## src/rtl/act_mon_pkg.sv

```systemverilog
package act_mon_pkg;

  typedef enum logic [1:0] {
    MODE_ACTIVE = 2'b00,
    MODE_DELAY  = 2'b01,
    MODE_IDLE   = 2'b10,
    MODE_VIOL   = 2'b11
  } mon_mode_e;

endpackage

```

## src/rtl/act_reg_stable.sv

```systemverilog
module act_reg_stable #(
  parameter int REG_W = 8
) (
  input  logic             en,
  input  logic [REG_W-1:0] d_val,
  input  logic [REG_W-1:0] q_val,
  output logic             stable
);

  // Gated-off register cannot change; an enabled one changes only if D differs from Q.
  always_comb begin
    stable = !en || (d_val == q_val);
  end

endmodule

```

## src/rtl/act_stab_reduce.sv

```systemverilog
module act_stab_reduce #(
  parameter int NUM_REGS = 4,
  parameter int REG_W    = 8
) (
  input  logic [NUM_REGS-1:0]       reg_en,
  input  logic [NUM_REGS*REG_W-1:0] reg_d,
  input  logic [NUM_REGS*REG_W-1:0] reg_q,
  output logic                      all_stable
);

  logic [NUM_REGS-1:0] per_reg;

  for (genvar i = 0; i < NUM_REGS; i++) begin : g_reg
    act_reg_stable #(.REG_W(REG_W)) u_stab (
      .en     (reg_en[i]),
      .d_val  (reg_d[i*REG_W +: REG_W]),
      .q_val  (reg_q[i*REG_W +: REG_W]),
      .stable (per_reg[i])
    );
  end

  always_comb begin
    all_stable = &per_reg;
  end

endmodule

```

## src/rtl/act_delay_timer.sv

```systemverilog
module act_delay_timer #(
  parameter int DELAY_LEN = 3
) (
  input  logic clk,
  input  logic rst_n,
  input  logic advance,
  output logic done
);

  localparam int CNT_W = $clog2(DELAY_LEN + 1) + 1;
  localparam logic [CNT_W-1:0] LAST = CNT_W'((DELAY_LEN > 1) ? DELAY_LEN - 1 : 1);

  logic [CNT_W-1:0] cnt;

  // Counter rests at 1 outside the delay chain and steps once per delay cycle.
  always_ff @(posedge clk) begin
    if (!rst_n || !advance) begin
      cnt <= CNT_W'(1);
    end else if (cnt != LAST) begin
      cnt <= cnt + CNT_W'(1);
    end
  end

  always_comb begin
    done = (cnt == LAST);
  end


  cnt_bound_chk: assert property (@(posedge clk) disable iff (!rst_n)
    (cnt >= CNT_W'(1)) && (cnt <= LAST));

endmodule

```

## src/rtl/act_trigger_monitor.sv

```systemverilog
module act_trigger_monitor
  import act_mon_pkg::*;
#(
  parameter int NUM_REGS  = 4,
  parameter int REG_W     = 8,
  parameter int DELAY_LEN = 3
) (
  input  logic                      clk,
  input  logic                      rst_n,
  input  logic [NUM_REGS-1:0]       reg_en,
  input  logic [NUM_REGS*REG_W-1:0] reg_d,
  input  logic [NUM_REGS*REG_W-1:0] reg_q,
  input  logic                      stop_evt,
  input  logic                      start_evt,
  output logic [1:0]                mode,
  output logic                      violation
);

  localparam mon_mode_e AFTER_STOP = (DELAY_LEN > 1) ? MODE_DELAY : MODE_IDLE;

  mon_mode_e state_q, state_d;
  logic      grp_stable;
  logic      delay_done;

  act_stab_reduce #(.NUM_REGS(NUM_REGS), .REG_W(REG_W)) u_reduce (
    .reg_en     (reg_en),
    .reg_d      (reg_d),
    .reg_q      (reg_q),
    .all_stable (grp_stable)
  );

  act_delay_timer #(.DELAY_LEN(DELAY_LEN)) u_timer (
    .clk     (clk),
    .rst_n   (rst_n),
    .advance (state_q == MODE_DELAY),
    .done    (delay_done)
  );

  always_comb begin
    state_d = state_q;
    unique case (state_q)
      MODE_ACTIVE: if (!start_evt && stop_evt) state_d = AFTER_STOP;
      MODE_DELAY: begin
        if (start_evt)       state_d = MODE_ACTIVE;
        else if (delay_done) state_d = MODE_IDLE;
      end
      MODE_IDLE: begin
        if (start_evt)        state_d = MODE_ACTIVE;
        else if (!grp_stable) state_d = MODE_VIOL;
      end
      MODE_VIOL: state_d = MODE_VIOL;
      default:   state_d = MODE_ACTIVE;
    endcase
  end

  always_ff @(posedge clk) begin
    if (!rst_n) state_q <= MODE_ACTIVE;
    else        state_q <= state_d;
  end

  always_comb begin
    mode      = state_q;
    violation = (state_q == MODE_VIOL);
  end


  stop_leaves_active_chk: assert property (@(posedge clk) disable iff (!rst_n)
    (mode == 2'b00 && stop_evt && !start_evt) |=> (mode == AFTER_STOP));


  start_wins_chk: assert property (@(posedge clk) disable iff (!rst_n)
    (mode == 2'b00 && start_evt) |=> (mode == 2'b00));


  delay_abort_chk: assert property (@(posedge clk) disable iff (!rst_n)
    (mode == 2'b01 && start_evt) |=> (mode == 2'b00));


  delay_no_viol_chk: assert property (@(posedge clk) disable iff (!rst_n)
    (mode == 2'b01) |=> !violation);


  idle_change_chk: assert property (@(posedge clk) disable iff (!rst_n)
    (mode == 2'b10 && !start_evt && !grp_stable) |=> violation);


  idle_wake_chk: assert property (@(posedge clk) disable iff (!rst_n)
    (mode == 2'b10 && start_evt) |=> (mode == 2'b00));


  viol_sticky_chk: assert property (@(posedge clk) disable iff (!rst_n)
    violation |=> (violation && mode == 2'b11));

endmodule

```

## config.mk

```make
export PLATFORM = sky130hd
export DESIGN_NAME = act_trigger_monitor
export DESIGN_NICKNAME = d
export VERILOG_FILES = /design/src/rtl/act_mon_pkg.sv /design/src/rtl/act_reg_stable.sv /design/src/rtl/act_stab_reduce.sv /design/src/rtl/act_delay_timer.sv /design/src/rtl/act_trigger_monitor.sv
export SDC_FILE = /design/constraint.sdc
export NUM_CORES = 1
export LEC_CHECK = 0
export BUFFER_PORTS_ARGS = -buffer_cell sky130_fd_sc_hd__buf_2
export CAP_MARGIN = 10
export CORE_UTILIZATION = 29
export DETAILED_ROUTE_END_ITERATION = 8
export PLACE_DENSITY = 0.81
export SKIP_LAST_GASP = 1
export SLEW_MARGIN = 10
export SYNTH_ARGS = -nofsm -noshare
export SYNTH_HDL_FRONTEND = slang
export SYNTH_SLANG_ARGS = --single-unit
```

## constraint.sdc

```tcl
create_clock -name clk -period 1 [get_ports clk]
set_input_delay 0.05 -clock clk [delete_from_list [all_inputs] [get_ports clk]]
set_output_delay 0.05 -clock clk [all_outputs]
set_load 0.05 [all_outputs]
```

==> impl_metrics.ini <==
[routing]
viasPerCell = 4.423
dr.pass1.iters = 4
vias = 805
route.detailed.drc = 0
final_antenna_net_count = 0
drt-total-wl_um = 1656
wl_per_cell_um = 9.099
drt_iter0_markers = 4

[final_layout]
fillers = 190
final_cells = 182
layout-drive-gt1-share_pct = 57.42
antenna_cells = 0
final_util_pct = 56.63
multi_input_area_um2 = 526.8
register_area_um2 = 110.1
syn_to_final_growth_pct = 83.47
nets = 230

[clock_network]
cts_buffer_depth = 2
cts_tree = done
numCtsBuffers = 3
htree_levels = 1
cts.sinks = 5
clk_pin_slew_ps = 50
clk_latency_ps = 250
root_buffer = clkbuf_4

[timing]
slew_headroom_pct = 84.71
final_max_slew_viol_count = 0
period_needed_ps = 997.2
layout_setup_ws_ps = 2.813
final-hold-violation-count = 0
whs_ps = 63.45
post-route-period-util_pct = 99.72
fin_skew_ps = 7.756
fmax_ghz = 1.003
setup_viol_count_final = 0
rsz0062_at_grt = yes
worst_pin_slew_ps = 226.9

[outcome]
status = finished clean

[floorplanning]
start_util_pct = 30.87
die_x_um = 47.70
dieHeight_um = 47.70
core_um2 = 1962
num_rows = 16
ios = 75
dieArea_um2 = 2275

[power_and_ir_drop]
p_leak_nw = 0.5079
p_per_area_nw_per_um2 = 684.6
max-vdd-ir-drop_uv = 450.7

[run]
maxCapViolCount = 0

[global_route]
grt_usage_pct = 15.01
antenna_found_initial = 0
grt_max_degree = 8
grt_first_pass_wirelength_um = 2428
grt_pass1_vias = 665
grt_overflow = 0

[logic_synthesis]
synth_fa_ha_area_share_pct = 4.132
synthSimpleGateAreaFrac_pct = 18.60
yosysTopAreaCellShare_pct = 47.73
synth_edf_count = 0
yosys_warnings = 0
yosys.area_share.xor_xnor_pct = 47.73
ys_seq_area_share_pct = 16.53
syn_avg_cell_area_um2 = 8.184
synth_seq_cells = 5
syn-cell-area_um2 = 605.6
synth_area_leaders = xnor2_1 (48%), dfxtp_1 (17%), nand4_1 (8.3%)
synth_async_sr_flop_share_pct = 0
synth_top_family_by_area = XOR/XNOR gates
yosysUniqueCellTypes = 18
syn_inst = 74
synth_largest_area_cell = xnor2_1
synthesis.nets = 148
ys.flop_type = dfxtp_1
synthMuxAreaShare_pct = 1.653
synth_common_cells = xnor2_1 (33), nand4_1 (8), nor2_1 (7)
synth-compound-area-share_pct = 10.12
yosysMostFrequentCell = xnor2_1

[worst_hold_path]
hp-class = in -> reg

[placed_design]
placed_cells = 177
post-place-ws_ps = -27.87
globalplace.congestion = 0.7851
portBuffers = 74

[worst_setup_path]
cp.arrival_ps = 950
crit_slowest_cell = dfxtp_4
cpPeakStageDelay_ps = 350
required_ps = 950
cp-end-kind = primary output
cp_cell_sequence = and2_2, buf_8
critPathKind = reg -> out
start_kind = flop
critPathMaxFanout = 6
==> per-layer routing <==
metal,vias up,global-route usage [%],part of all wire [%]
met5,-,0,0
met4,0,1.667,1.0
li1,416,-,-
met2,46,27.57,54
met3,2,5.660,9.0
met1,341,16.89,36
==> kinds of logic (layout without fill, tap and decap cells) <==
| group | Yosys count | after routing |
|---|---|---|
| XOR/XNOR | 33 | 33 |
| AND/OR/NAND/NOR | 21 | 21 |
| AO/OA/AOI/OAI | 10 | 10 |
| flip-flops | 5 | 5 |
| adder cells (fa/ha/maj) | 2 | 2 |
| buffers and inverters | 2 | 83 |
| multiplexers | 1 | 1 |
==> cell type report <==
| type | count | area share, % |
|---|---|---|
| clock buffers | 4 | 2.365 |
| inverters | 2 | 0.6757 |
| multi-input cells | 67 | 47.41 |
| flip-flops and latches | 5 | 9.910 |
| well taps | 27 | 3.041 |
| repair buffers | 77 | 36.60 |
==> where the power goes <==
group          internal, mW  leakage (nW)  switching, mW
sequential            0.199        0.0421        0.00384
combinational         0.202         0.451          0.116
clock                 0.151        0.0150         0.0882
==> path summary, 6_finish.rpt <==
check | from | endpoint | slack (ps) | cells after the start
worst max-delay path | mode[1]$_SDFFE_PN0P_ | violation | 3 | 2
worst min-delay path | rst_n | mode[1]$_SDFFE_PN0P_ | 60 | 2
worst max register to register | u_timer.cnt[0]$_SDFFE_PP1N_ | mode[0]$_SDFFE_PN0P_ | 30 | 5
worst min register to register | mode[0]$_SDFFE_PN0P_ | mode[1]$_SDFFE_PN0P_ | 520 | 2
==> through the flow <==
stage / power (mW) / TNS, ps / instance area, µm²
2_1_floorplan: 0.3525 / 0 / 615.6
3_3_place_gp: 0.5167 / 0 / 1035
3_5_place_dp: 0.5294 / -47.83 / 1035
4_1_cts: 0.7786 / -12.28 / 1077
5_1_grt: 0.8097 / -159.4 / 1111
6_report: 0.7607 / 0 / 1111
==> state kept, by name, summed over array words and instances (netlist names) <==
signal and cells:
u_timer.cnt 3, mode 2
==> placed cells by master, fill, tap and decap left out, types with 2 or more instances in the layout <==
master	n
nand2b_1	2
o21ai_1	2
dfxtp_2	2
buf_2	73
clkbuf_4	3
ha_4	2
o21ai_0	3
xnor2_1	33
buf_4	2
a31oi_1	2
nor2_1	7
nand4_1	8
dfxtp_4	2
==> critical path, delay by kind of cell (launching register included) <==
family                 cells  cell delay, ps
flip-flops                 1             350
buffers and inverters      1             150
AND/OR/NAND/NOR            1             200
==> repair_timing <==
action                                 CTS  global route
hold buffers                             0             0
buffers inserted                         0             1
gates resized for setup                  4             7
setup endpoints to repair                3             6
endpoints found under the hold margin    0             0
pin swaps                                3             3
No activity file was read; power rests on OpenSTA's default activity.
